===== config.mk =====
export PLATFORM = sky130hd
export DESIGN_NAME = rob_core
export DESIGN_NICKNAME = d
export VERILOG_FILES = /design/src/rtl/rob_pkg.sv /design/src/rtl/rob_ptr_ctl.sv /design/src/rtl/rob_entry_store.sv /design/src/rtl/rob_active_map.sv /design/src/rtl/rob_dest_lookup.sv /design/src/rtl/rob_core.sv
export SDC_FILE = /design/constraint.sdc
export NUM_CORES = 2
export LEC_CHECK = 0
export BUFFER_PORTS_ARGS = -buffer_cell sky130_fd_sc_hd__buf_2
export CORE_MARGIN = 5
export CORE_UTILIZATION = 55
export CTS_CLUSTER_SIZE = 12
export DETAILED_ROUTE_END_ITERATION = 16
export PLACE_DENSITY = 0.72
export SETUP_SLACK_MARGIN = 0.5
export SLEW_MARGIN = 20
export SYNTH_ARGS = -nofsm -noshare
export SYNTH_HDL_FRONTEND = slang
export SYNTH_HIERARCHICAL = 1
export SYNTH_SLANG_ARGS = --single-unit

===== constraint.sdc =====
create_clock -name clk -period 9.3 [get_ports clk]
set_clock_uncertainty 0.05 [all_clocks]
set_input_delay 1.395 -clock clk [delete_from_list [all_inputs] [get_ports clk]]
set_output_delay 1.395 -clock clk [all_outputs]
set_load 0.1 [all_outputs]

===== src/rtl/rob_pkg.sv =====
package rob_pkg;

  typedef enum logic [1:0] {
    HEAD_IDLE,
    HEAD_RETIRE,
    HEAD_TRAP,
    HEAD_REDIRECT
  } head_act_e;

  typedef struct packed {
    logic valid;
    logic done;
    logic exc;
    logic mis;
  } slot_flags_t;

  function automatic head_act_e head_decide(input slot_flags_t f);
    head_act_e act;
    act = HEAD_IDLE;
    if (f.valid && f.done) begin
      if (f.exc)      act = HEAD_TRAP;
      else if (f.mis) act = HEAD_REDIRECT;
      else            act = HEAD_RETIRE;
    end
    return act;
  endfunction

endpackage


===== src/rtl/rob_ptr_ctl.sv =====
module rob_ptr_ctl #(
  parameter int DEPTH   = 16,
  parameter int ALLOC_N = 2,
  localparam int IDX_W  = $clog2(DEPTH),
  localparam int CNT_W  = IDX_W + 1,
  localparam int NA_W   = $clog2(ALLOC_N + 1)
) (
  input  logic             clk,
  input  logic             rst_n,
  input  logic [NA_W-1:0]  alloc_cnt_i,
  input  logic             retire_i,
  input  logic             flush_i,
  output logic [IDX_W-1:0] head_o,
  output logic [IDX_W-1:0] tail_o,
  output logic [CNT_W-1:0] count_o
);

  logic [IDX_W-1:0] head_q, head_d;
  logic [IDX_W-1:0] tail_q, tail_d;
  logic [CNT_W-1:0] cnt_q, cnt_d;
  logic             upd_en;

  always_comb begin
    head_d = head_q;
    tail_d = tail_q;
    cnt_d  = cnt_q;
    if (flush_i) begin
      head_d = '0;
      tail_d = '0;
      cnt_d  = '0;
    end else begin
      head_d = head_q + IDX_W'(retire_i);
      tail_d = tail_q + IDX_W'(alloc_cnt_i);
      cnt_d  = cnt_q + CNT_W'(alloc_cnt_i) - CNT_W'(retire_i);
    end
    upd_en = flush_i | retire_i | (alloc_cnt_i != '0);
  end

  always_ff @(posedge clk or negedge rst_n) begin
    if (!rst_n) begin
      head_q <= '0;
      tail_q <= '0;
      cnt_q  <= '0;
    end else if (upd_en) begin
      head_q <= head_d;
      tail_q <= tail_d;
      cnt_q  <= cnt_d;
    end
  end

  assign head_o  = head_q;
  assign tail_o  = tail_q;
  assign count_o = cnt_q;

endmodule


===== src/rtl/rob_entry_store.sv =====
module rob_entry_store
  import rob_pkg::*;
#(
  parameter int DEPTH   = 16,
  parameter int REG_W   = 5,
  parameter int DATA_W  = 32,
  parameter int ALLOC_N = 2,
  parameter int WB_N    = 2,
  localparam int IDX_W  = $clog2(DEPTH)
) (
  input  logic              clk,
  input  logic              rst_n,
  input  logic              alloc_en_i   [ALLOC_N],
  input  logic [IDX_W-1:0]  alloc_idx_i  [ALLOC_N],
  input  logic [REG_W-1:0]  alloc_dest_i [ALLOC_N],
  input  logic              wb_en_i      [WB_N],
  input  logic [IDX_W-1:0]  wb_idx_i     [WB_N],
  input  logic [DATA_W-1:0] wb_data_i    [WB_N],
  input  logic              wb_exc_i     [WB_N],
  input  logic              wb_mis_i     [WB_N],
  input  logic              retire_i,
  input  logic [IDX_W-1:0]  head_i,
  input  logic              flush_i,
  output slot_flags_t       flags_o      [DEPTH],
  output logic [REG_W-1:0]  dest_o       [DEPTH],
  output logic [DATA_W-1:0] data_o       [DEPTH]
);

  for (genvar e = 0; e < DEPTH; e++) begin : g_slot
    slot_flags_t       flg_q, flg_d;
    logic [REG_W-1:0]  dst_q, dst_d;
    logic [DATA_W-1:0] val_q, val_d;
    logic              slot_en;

    always_comb begin
      flg_d   = flg_q;
      dst_d   = dst_q;
      val_d   = val_q;
      slot_en = 1'b0;
      for (int a = 0; a < ALLOC_N; a++) begin
        if (alloc_en_i[a] && (alloc_idx_i[a] == IDX_W'(e))) begin
          flg_d   = '{valid: 1'b1, done: 1'b0, exc: 1'b0, mis: 1'b0};
          dst_d   = alloc_dest_i[a];
          slot_en = 1'b1;
        end
      end
      for (int w = 0; w < WB_N; w++) begin
        if (wb_en_i[w] && flg_q.valid && (wb_idx_i[w] == IDX_W'(e))) begin
          flg_d.done = 1'b1;
          flg_d.exc  = wb_exc_i[w];
          flg_d.mis  = wb_mis_i[w];
          val_d      = wb_data_i[w];
          slot_en    = 1'b1;
        end
      end
      if (retire_i && (head_i == IDX_W'(e))) begin
        flg_d.valid = 1'b0;
        slot_en     = 1'b1;
      end
      if (flush_i) begin
        flg_d.valid = 1'b0;
        slot_en     = 1'b1;
      end
    end

    always_ff @(posedge clk or negedge rst_n) begin
      if (!rst_n) begin
        flg_q <= '0;
        dst_q <= '0;
        val_q <= '0;
      end else if (slot_en) begin
        flg_q <= flg_d;
        dst_q <= dst_d;
        val_q <= val_d;
      end
    end

    assign flags_o[e] = flg_q;
    assign dest_o[e]  = dst_q;
    assign data_o[e]  = val_q;
  end

endmodule


===== src/rtl/rob_active_map.sv =====
module rob_active_map #(
  parameter int NREG    = 32,
  parameter int DEPTH   = 16,
  parameter int ALLOC_N = 2,
  localparam int REG_W  = $clog2(NREG),
  localparam int CNT_W  = $clog2(DEPTH) + 1
) (
  input  logic             clk,
  input  logic             rst_n,
  input  logic             inc_en_i  [ALLOC_N],
  input  logic [REG_W-1:0] inc_reg_i [ALLOC_N],
  input  logic             dec_en_i,
  input  logic [REG_W-1:0] dec_reg_i,
  input  logic             flush_i,
  output logic [NREG-1:0]  active_o
);

  for (genvar r = 0; r < NREG; r++) begin : g_reg
    logic [CNT_W-1:0] cnt_q, cnt_d;
    logic             cnt_en;

    always_comb begin
      cnt_d  = cnt_q;
      cnt_en = 1'b0;
      for (int a = 0; a < ALLOC_N; a++) begin
        if (inc_en_i[a] && (inc_reg_i[a] == REG_W'(r))) begin
          cnt_d  = cnt_d + 1'b1;
          cnt_en = 1'b1;
        end
      end
      if (dec_en_i && (dec_reg_i == REG_W'(r))) begin
        cnt_d  = cnt_d - 1'b1;
        cnt_en = 1'b1;
      end
      if (flush_i) begin
        cnt_d  = '0;
        cnt_en = 1'b1;
      end
    end

    always_ff @(posedge clk or negedge rst_n) begin
      if (!rst_n)      cnt_q <= '0;
      else if (cnt_en) cnt_q <= cnt_d;
    end

    assign active_o[r] = (cnt_q != '0);
  end

endmodule


===== src/rtl/rob_dest_lookup.sv =====
module rob_dest_lookup
  import rob_pkg::*;
#(
  parameter int DEPTH  = 16,
  parameter int REG_W  = 5,
  parameter int DATA_W = 32,
  localparam int IDX_W = $clog2(DEPTH)
) (
  input  logic              search_en_i,
  input  logic [REG_W-1:0]  reg_i,
  input  logic [IDX_W-1:0]  head_i,
  input  slot_flags_t       flags_i [DEPTH],
  input  logic [REG_W-1:0]  dest_i  [DEPTH],
  input  logic [DATA_W-1:0] data_i  [DEPTH],
  output logic              hit_o,
  output logic [IDX_W-1:0]  idx_o,
  output logic              done_o,
  output logic [DATA_W-1:0] data_o
);

  logic [IDX_W-1:0] slot;

  always_comb begin
    hit_o = 1'b0;
    idx_o = '0;
    slot  = '0;
    if (search_en_i) begin
      for (int k = 0; k < DEPTH; k++) begin
        slot = head_i + IDX_W'(k);
        if (flags_i[slot].valid && (dest_i[slot] == reg_i)) begin
          hit_o = 1'b1;
          idx_o = slot;
        end
      end
    end
    done_o = hit_o & flags_i[idx_o].done;
    data_o = done_o ? data_i[idx_o] : '0;
  end

endmodule


===== src/rtl/rob_core.sv =====
module rob_core
  import rob_pkg::*;
#(
  parameter int DEPTH   = 16,
  parameter int NREG    = 32,
  parameter int DATA_W  = 32,
  parameter int ALLOC_N = 2,
  parameter int WB_N    = 2,
  localparam int IDX_W  = $clog2(DEPTH),
  localparam int REG_W  = $clog2(NREG),
  localparam int CNT_W  = IDX_W + 1,
  localparam int NA_W   = $clog2(ALLOC_N + 1)
) (
  input  logic                      clk,
  input  logic                      rst_n,
  input  logic [ALLOC_N-1:0]        alloc_valid_i,
  input  logic [ALLOC_N*REG_W-1:0]  alloc_dest_i,
  output logic [ALLOC_N*IDX_W-1:0]  alloc_idx_o,
  output logic                      rob_full_o,
  output logic                      rob_empty_o,
  input  logic [WB_N-1:0]           wb_valid_i,
  input  logic [WB_N*IDX_W-1:0]     wb_idx_i,
  input  logic [WB_N*DATA_W-1:0]    wb_data_i,
  input  logic [WB_N-1:0]           wb_exc_i,
  input  logic [WB_N-1:0]           wb_mispred_i,
  output logic                      retire_valid_o,
  output logic [REG_W-1:0]          retire_dest_o,
  output logic [DATA_W-1:0]         retire_data_o,
  output logic                      flush_o,
  output logic                      trap_o,
  input  logic [REG_W-1:0]          lk_reg_i,
  output logic                      lk_search_o,
  output logic                      lk_hit_o,
  output logic [IDX_W-1:0]          lk_idx_o,
  output logic                      lk_done_o,
  output logic [DATA_W-1:0]         lk_data_o
);

  logic [IDX_W-1:0]  head, tail;
  logic [CNT_W-1:0]  count;
  logic [NA_W-1:0]   alloc_cnt;
  logic              lane_ok   [ALLOC_N];
  logic [IDX_W-1:0]  lane_idx  [ALLOC_N];
  logic [REG_W-1:0]  lane_dest [ALLOC_N];
  logic              wb_en     [WB_N];
  logic [IDX_W-1:0]  wb_idx    [WB_N];
  logic [DATA_W-1:0] wb_data   [WB_N];
  logic              wb_exc    [WB_N];
  logic              wb_mis    [WB_N];
  slot_flags_t       flags     [DEPTH];
  logic [REG_W-1:0]  dests     [DEPTH];
  logic [DATA_W-1:0] datas     [DEPTH];
  logic [NREG-1:0]   active;
  head_act_e         head_act;
  logic              retire;

  assign rob_full_o  = (count > CNT_W'(DEPTH - ALLOC_N));
  assign rob_empty_o = (count == '0);

  for (genvar a = 0; a < ALLOC_N; a++) begin : g_lane
    assign lane_idx[a]  = tail + IDX_W'(a);
    assign lane_dest[a] = alloc_dest_i[a*REG_W +: REG_W];
    assign alloc_idx_o[a*IDX_W +: IDX_W] = lane_idx[a];
    if (a == 0) begin : g_first
      assign lane_ok[a] = alloc_valid_i[a] & ~rob_full_o & ~flush_o;
    end else begin : g_next
      assign lane_ok[a] = alloc_valid_i[a] & lane_ok[a-1];
    end
  end

  always_comb begin
    alloc_cnt = '0;
    for (int a = 0; a < ALLOC_N; a++) alloc_cnt = alloc_cnt + NA_W'(lane_ok[a]);
  end

  for (genvar w = 0; w < WB_N; w++) begin : g_wb
    assign wb_en[w]   = wb_valid_i[w];
    assign wb_idx[w]  = wb_idx_i[w*IDX_W +: IDX_W];
    assign wb_data[w] = wb_data_i[w*DATA_W +: DATA_W];
    assign wb_exc[w]  = wb_exc_i[w];
    assign wb_mis[w]  = wb_mispred_i[w];
  end

  assign head_act       = head_decide(flags[head]);
  assign retire         = (head_act == HEAD_RETIRE) || (head_act == HEAD_REDIRECT);
  assign retire_valid_o = retire;
  assign retire_dest_o  = dests[head];
  assign retire_data_o  = datas[head];
  assign trap_o         = (head_act == HEAD_TRAP);
  assign flush_o        = (head_act == HEAD_TRAP) || (head_act == HEAD_REDIRECT);

  rob_ptr_ctl #(.DEPTH(DEPTH), .ALLOC_N(ALLOC_N)) u_ptr (
    .clk         (clk),
    .rst_n       (rst_n),
    .alloc_cnt_i (alloc_cnt),
    .retire_i    (retire),
    .flush_i     (flush_o),
    .head_o      (head),
    .tail_o      (tail),
    .count_o     (count)
  );

  rob_entry_store #(
    .DEPTH(DEPTH), .REG_W(REG_W), .DATA_W(DATA_W), .ALLOC_N(ALLOC_N), .WB_N(WB_N)
  ) u_store (
    .clk          (clk),
    .rst_n        (rst_n),
    .alloc_en_i   (lane_ok),
    .alloc_idx_i  (lane_idx),
    .alloc_dest_i (lane_dest),
    .wb_en_i      (wb_en),
    .wb_idx_i     (wb_idx),
    .wb_data_i    (wb_data),
    .wb_exc_i     (wb_exc),
    .wb_mis_i     (wb_mis),
    .retire_i     (retire),
    .head_i       (head),
    .flush_i      (flush_o),
    .flags_o      (flags),
    .dest_o       (dests),
    .data_o       (datas)
  );

  rob_active_map #(.NREG(NREG), .DEPTH(DEPTH), .ALLOC_N(ALLOC_N)) u_active (
    .clk       (clk),
    .rst_n     (rst_n),
    .inc_en_i  (lane_ok),
    .inc_reg_i (lane_dest),
    .dec_en_i  (retire),
    .dec_reg_i (dests[head]),
    .flush_i   (flush_o),
    .active_o  (active)
  );

  assign lk_search_o = active[lk_reg_i];

  rob_dest_lookup #(.DEPTH(DEPTH), .REG_W(REG_W), .DATA_W(DATA_W)) u_lookup (
    .search_en_i (lk_search_o),
    .reg_i       (lk_reg_i),
    .head_i      (head),
    .flags_i     (flags),
    .dest_i      (dests),
    .data_i      (datas),
    .hit_o       (lk_hit_o),
    .idx_o       (lk_idx_o),
    .done_o      (lk_done_o),
    .data_o      (lk_data_o)
  );

endmodule


# [Yosys cells after proc, flatten, opt, wreduce, memory -nomap -nowiden]
# Cells that the tools add are included.
[word_totals] register_bits=829 out_inout_bits=89 inputBits=97
[classes] eq_ne=187 n_lt_le_gt_ge=19 n_reduce_logical=397 n_bitwise=25 muxes=660 addsub=117
[op_table] op="two-way mux 32 bit" n=37
[op_table] op="two-way mux 5 bit" n=193
[op_table] op="two-way mux 4 bit" n=83
[op_table] op="adder 5 x 1 -> 5 bit (second input constant)" n=64
[op_table] op="binary-select mux 5 bit (select 4 bit)" n=16
[op_table] op="two-way mux 1 bit" n=274
[op_table] op="binary-select mux 4 bit (select 4 bit)" n=17
[op_table] op="binary-select mux 32 bit (select 4 bit)" n=2
[op_table] op="equality test 5 bit (second input constant)" n=48
[op_table] op="logical AND 1 bit" n=225
[op_table] op="equality test 4 bit (second input constant)" n=40
[op_table] op="nonzero test 5 bit" n=32
[op_table] op="subtractor 5 x 1 -> 5 bit (second input constant)" n=32
[op_table] op="AND reduction 2 bit" n=64
[op_table] op="nonzero test 4 bit" n=32
[op_table] op="equality test 5 x 4 -> 1 bit (second input constant)" n=24
[op_table] op="two-way mux 3 bit" n=34
[op_table] op=">= comparator 5 bit (second input constant)" n=17
[op_table] op="inverter 4 -> 5 bit" n=17
[op_table] op="equality test 4 x 3 -> 1 bit (second input constant)" n=20
[op_table] op="equality test 5 bit" n=16
[op_table] op="nonzero test 2 bit" n=33
[op_table] op="equality test 5 x 3 -> 1 bit (second input constant)" n=12
[op_table] op="equality test 4 x 2 -> 1 bit (second input constant)" n=10
[op_table] op="24 further kinds" n=63

# [Longest topological paths before layout]
[logic_depth] depth_word=29 mapped_depth=28 ltp_nobuf=17

# [By module]
# Netlist, hierarchy kept.
[modules_own_cells] mod="rob_entry_store" cells_each=3220 area_each_um2=31073.6 n_inst=1
[modules_own_cells] mod="rob_active_map" cells_each=1990 area_each_um2=16462.0 n_inst=1
[modules_own_cells] mod="rob_dest_lookup" cells_each=1549 area_each_um2=12957.4 n_inst=1
[modules_own_cells] mod="rob_core" cells_each=311 area_each_um2=5380.2 n_inst=1
[modules_own_cells] mod="rob_ptr_ctl" cells_each=89 area_each_um2=842.1 n_inst=1

# [Worst setup path after synthesis]
# Ideal clock, no wire load.
[synth_timing] path_kind="register to output" startpoint="register u_ptr.head_q[0] (netlist: u_ptr/head_o[0])" endpoint="output port lk_data_o[0]" path_stages_with_launch=23 required_time_ns=7.855 slack_ns=0.174 arrival_time_ns=7.681 cell_sequence="dfrtp_1 buf_4 buf_6 inv_2 buf_2 buf_2 buf_2 ha_1 buf_2 mux4_2 mux2i_1 xor2_1 nand3_1 o32ai_1 nand3_1 or3_1 a31o_2 a31o_2 o21a_1 nor2_2 mux2_2 o311ai_2 a22oi_1"
[synth_between] elab_chain_cells=29 elab_cells_between_ends=202
[synth_lines] element="start, declared" line="rob_ptr_ctl.sv:18" text="logic [IDX_W-1:0] head_q, head_d;"
[synth_lines] element="start signal, assigned" line="rob_ptr_ctl.sv:41" text="head_q <= '0;"
[synth_lines] element="start signal, assigned" line="rob_ptr_ctl.sv:45" text="head_q <= head_d;"
[synth_lines] element="adder 4 x 1 -> 4 bit / inverter 4 -> 5 bit (equally long branches)" line="rob_dest_lookup.sv:29, rob_dest_lookup.sv:30"
[synth_lines] element="inverter 4 -> 5 bit (not written as such) / binary-select mux 5 bit (select 4 bit) (equally long branches)" line="rob_dest_lookup.sv:30" text="if (flags_i[slot].valid && (dest_i[slot] == reg_i)) begin"
[synth_lines] element="binary-select mux 5 bit (select 4 bit) / two-way mux 5 bit (equally long branches)" line="rob_dest_lookup.sv:30"
[synth_lines] element="two-way mux 5 bit (not written as such)" line="rob_dest_lookup.sv:30"
[synth_lines] element="two-way mux 5 bit (not written as such) / equality test 5 bit (equally long branches)" line="rob_dest_lookup.sv:30"
[synth_lines] element="equality test 5 bit / logical AND 1 bit (equally long branches)" line="rob_dest_lookup.sv:30"
[synth_lines] element="logical AND 1 bit / two-way mux 4 bit (equally long branches)" line="rob_dest_lookup.sv:30"
[synth_lines] element="two-way mux 4 bit (14 in series)" line="rob_dest_lookup.sv:30"
[synth_lines] element="two-way mux 4 bit (*)" line="rob_dest_lookup.sv:30"
[synth_lines] element="two-way mux 4 bit (*)" line="rob_dest_lookup.sv:27" text="if (search_en_i) begin"
[synth_lines] element="named net lk_idx_o[2]" line="rob_core.sv:34" text="output logic [IDX_W-1:0] lk_idx_o,"
[synth_lines] element="inverter 4 -> 5 bit (not written as such) (*)" line="rob_dest_lookup.sv:36, rob_dest_lookup.sv:37"
[synth_lines] element="binary-select mux 4 bit (select 4 bit)" line="rob_dest_lookup.sv:36" text="done_o = hit_o & flags_i[idx_o].done;"
[synth_lines] element="two-way mux 3 bit (not written as such) (2 in series)" line="rob_dest_lookup.sv:36"
[synth_lines] element="bitwise AND 1 bit" line="rob_dest_lookup.sv:36"
[synth_lines] element="two-way mux 32 bit (*)" line="rob_dest_lookup.sv:37" text="data_o = done_o ? data_i[idx_o] : '0;"
[synth_lines] element="end, declared" line="rob_core.sv:36" text="output logic [DATA_W-1:0] lk_data_o"
# The timed path passes the listed nets; every way through them passes the cells marked *. The select of a mux whose other input is x is not followed.

# [Worst setup path after layout]
[layout_timing] startpoint="register u_ptr.head_q[2] (netlist: u_ptr/head_o[2])" endpoint="output port lk_data_o[31]"
[layout_between] elab_chain_cells=29 elab_cells_between_ends=202
[layout_lines] element="adder 4 x 1 -> 4 bit / inverter 4 -> 5 bit (equally long branches)" line="rob_dest_lookup.sv:29, rob_dest_lookup.sv:30"
[layout_lines] element="inverter 4 -> 5 bit (not written as such) / binary-select mux 5 bit (select 4 bit) (equally long branches)" line="rob_dest_lookup.sv:30"
[layout_lines] element="binary-select mux 5 bit (select 4 bit) / two-way mux 5 bit (equally long branches)" line="rob_dest_lookup.sv:30"
[layout_lines] element="two-way mux 5 bit (not written as such)" line="rob_dest_lookup.sv:30"
[layout_lines] element="two-way mux 5 bit (not written as such) / equality test 5 bit (equally long branches)" line="rob_dest_lookup.sv:30"
[layout_lines] element="equality test 5 bit / logical AND 1 bit (equally long branches)" line="rob_dest_lookup.sv:30"
[layout_lines] element="logical AND 1 bit / two-way mux 4 bit (equally long branches)" line="rob_dest_lookup.sv:30"
[layout_lines] element="two-way mux 4 bit (15 in series)" line="rob_dest_lookup.sv:30"
[layout_lines] element="two-way mux 4 bit" line="rob_dest_lookup.sv:27"
[layout_lines] element="inverter 4 -> 5 bit (not written as such)" line="rob_dest_lookup.sv:36, rob_dest_lookup.sv:37"
[layout_lines] element="binary-select mux 4 bit (select 4 bit)" line="rob_dest_lookup.sv:36"
[layout_lines] element="two-way mux 3 bit (not written as such) (2 in series)" line="rob_dest_lookup.sv:36"
[layout_lines] element="bitwise AND 1 bit" line="rob_dest_lookup.sv:36"
[layout_lines] element="two-way mux 32 bit (*)" line="rob_dest_lookup.sv:37"
# Mark *: on every way between the ends. The rest lies on a longest branch, timed or not. The select of a mux whose other input is x is not followed.

==> results_dict.tcl <==
set metrics [dict create \
    status "finished, final reports clean" \
    syn_nets 7373 \
    powerDensity_nw_per_um2 364 \
    layout_commonest_cell "nand2_1" \
    rsz0062_at_grt "false" \
    ctsHoldBuffers 0 \
    wl_um 243000 \
    ff2ff_setup_slack_ns 1.88 \
    async_reset_ff_share_pct 100 \
    die_h_um 358 \
    crit_path_frequent_cell "buf_16" \
    clockBufferDepth 3 \
    synth.distinct_cells 118 \
    fin_setup_tns_ns 0 \
    die_w_um 358 \
    reg2reg_to "u_active/g_reg[12].cnt_q[4]$_DFFE_PN0P_" \
    arrival_ns 7.20 \
    grt_use_total_pct 36.7 \
    synth_top_cell_by_area "dfrtp_1" \
    gp_congestion 1.01 \
    wl_per_cell_um 28.2 \
    yosys_warnings 6 \
    p_leak_nw 28.0 \
    worstSkewPairLatency_ns 0.74 \
    critPathKind "flip-flop to primary output" \
    grt_max_degree 154 \
    peakVddDrop_mv 0.553 \
    seqPwrFrac_pct 26.8 \
    portBuffers 185 \
    avgSynthCellArea_um2 9.32 \
    cts_max_level 3 \
    swShare_pct 48.7 \
    worstSetupPathDepth 18 \
    cp_max_fo 128 \
    row_count 127 \
    period_share_pct 93.0 \
    nFillCells 10131 \
    maxCapViolCount 0 \
    dp_hpwl_um 147000 \
    intPower_mw 13.4 \
    coreArea_um2 120000 \
    reg2reg_from "u_ptr/head_o[0]$_DFFE_PN0P_" \
    cp.required_ns 7.86 \
    min_period_ns 8.65 \
    drc 0 \
    worstSetupEndpoint "lk_data_o[31]" \
    critical-path-max-stage-delay_ns 0.63 \
    synth_flop_cell "dfrtp_1" \
    cp-start-kind "flip-flop" \
    fmax_mhz 116 \
    clock_power_share_pct 15.7 \
    ff2ff_path_depth 19 \
    overflow 0 \
    syn-cell-area_um2 66700 \
    critPathBufInv 4 \
    final_cell_mix "nand2_1 (876), dfrtp_1 (825), mux2i_1 (765)" \
    clk_pin_slew_ns 0.06 \
    detail-route-antenna-nets 0 \
    setup_viol 0 \
    grt_pass1_wl_um 361000 \
    finalPower_mw 26.1 \
    finalHoldViolations 0 \
    fp.dieArea_um2 128000 \
    switching_power_mw 12.7 \
    p_comb_share_pct 57.6 \
    clock_sinks 829 \
    cts-root-buf "clkbuf_16" \
    drt_iter0_markers 8621 \
    holdCritPathClass "flip-flop to flip-flop" \
    crit_path_cell_trace "buf_16 -> xor2_2 -> buf_4 -> mux4_2 -> mux2i_1 -> xnor2_1 -> or3_1 -> or2_0 -> a221oi_1 -> and4b_1 -> a22oi_2 -> nand2_4 -> buf_16 -> a211oi_1 -> a21oi_1 -> a32oi_1 -> a22oi_1 -> buf_12" \
    drtPass1Iterations 9 \
    synth_cells 7159 \
    vias 60699 \
    grt_pass1_vias 58104 \
    yosys-top-cells-area "dfrtp_1 (31%), mux2i_1 (11%), mux4_2 (10%)" \
    relSlewSlack_pct 15.2 \
    cts_buffers 97 \
    antenna_found_initial 39 \
    nets 7121 \
    synth_edf_count 0 \
    yosysTopAreaCellShare_pct 31.1 \
    critPathSlowestCell "mux4_2" \
    end_kind "primary output" \
    drv_slew 0 \
    initial_utilization_pct 55.5 \
    syn_to_final_growth_pct 7.62 \
    seq_area_frac_synth_pct 31.1 \
    drive_gt1_share_pct 14.2 \
    ys_ff_latch 829 \
    vias_per_cell 7.04 \
    worst_pin_slew_ns 1.27 \
    cts_tree "done" \
    cp-startpoint "u_ptr/head_o[2]$_DFFE_PN0P_" \
    critPathTopFamily "buffers and inverters" \
    io_pins 186 \
]
-- per-layer routing --
metal | wire length, um | share of wire [%] | GRT usage, % | vias up
met4 | 17300 | 7.1 | 23.0 | 16
met1 | 88700 | 36 | 47.2 | 29485
li1 | - | - | - | 25703
met5 | 169 | 0.069 | 0.453 | -
met3 | 33000 | 14 | 11.2 | 1030
met2 | 104000 | 43 | 54.1 | 4465
-- registers in the layout (all words and copies together) (netlist names) --
name,flops
u_ptr/tail_o,4
u_store/g_slot.dst_q,80
u_store/g_slot.val_q,512
u_ptr/head_o,4
u_active/g.cnt_q,160
u_store/flags_o,64
u_ptr/count_o,5
-- how the worst min path moves through the flow --
stage / end / depth (start not counted) / start
after floorplan: u_store/flags_o[6]$_DFFE_PN0P_ / 1 / u_store/flags_o[6]$_DFFE_PN0P_
after global placement: u_store/flags_o[26]$_DFFE_PN0P_ / 1 / u_store/flags_o[26]$_DFFE_PN0P_
after detailed placement: u_store/flags_o[26]$_DFFE_PN0P_ / 1 / u_store/flags_o[26]$_DFFE_PN0P_
after CTS: u_store/flags_o[26]$_DFFE_PN0P_ / 1 / u_store/flags_o[26]$_DFFE_PN0P_
after global routing: u_store/flags_o[26]$_DFFE_PN0P_ / 1 / u_store/flags_o[26]$_DFFE_PN0P_
final: u_store/flags_o[38]$_DFFE_PN0P_ / 1 / u_store/flags_o[38]$_DFFE_PN0P_
-- synth_stat cells (49+ instances only) --
cell type	number
o21ai_1	213
clkbuf_1	289
inv_1	114
a211oi_1	162
nor3_1	49
nor2_1	590
nand3_1	175
a22oi_1	88
buf_6	65
dfrtp_1	829
mux2i_1	765
nand4_1	99
ha_1	115
a21oi_1	359
and2_1	81
xor2_1	114
xnor2_1	342
buf_1	82
o21ai_0	195
a31oi_1	151
mux4_2	299
nand2_1	877
buf_2	184
and3_1	188
-- metrics by stage --
stage                     utilization [%]  cells  hold WS, ns  cell area (um^2)  worst slack (ns)
after global routing                 59.7   8605        0.489             71800             0.501
after CTS                            59.5   8582        0.473             71500             0.517
after detailed placement             56.6   8402        0.460             68100              1.11
after global placement               56.6   8402        0.453             68100              1.17
after floorplan                         -   7159        0.423             66700             0.174
final                                59.7   8621        0.482             71800             0.651
-- kinds of logic (layout without fill, tap and decap cells) --
logic type,Yosys count,after routing,synth area share [%]
mux,1131,1131,23.5
flops,829,829,31.1
other cells,0,27,0
buf+inv,794,617,5.97
simple gates,2356,2356,17.0
compound gates,1473,1473,14.1
fa+ha+maj,117,117,2.22
xor+xnor,459,459,6.08
-- power by group through the flow --
stage	Sequential [mW]	Clock, mW	Combinational (mW)
after detailed placement	6.92	0	14.5
after global placement	6.84	0	14.2
after floorplan	6.29	0	11.1
final	6.99	4.09	15.0
after global routing	7.16	4.26	15.8
after CTS	6.90	4.11	14.6
-- layout make-up --
class                      count  area, um^2  area share (%)
multi-input combinational   5536       42400            59.0
sequential                   829       20800            28.9
clock buffer                 143        2900            4.04
timing repair buffer         319        2760            3.85
tap                         1612        2020            2.81
inverter                     124         473           0.659
clock inverter                31         460           0.641
antenna                       27        67.6          0.0941
-- what timing repair did --
item | CTS | global route
pin swaps | 1 | 5
buffers inserted | 5 | 10
resized for setup | 2 | 11
setup endpoints to repair | 30 | 33
gates cloned | 1 | 0
(Power assumes the default switching activity.)
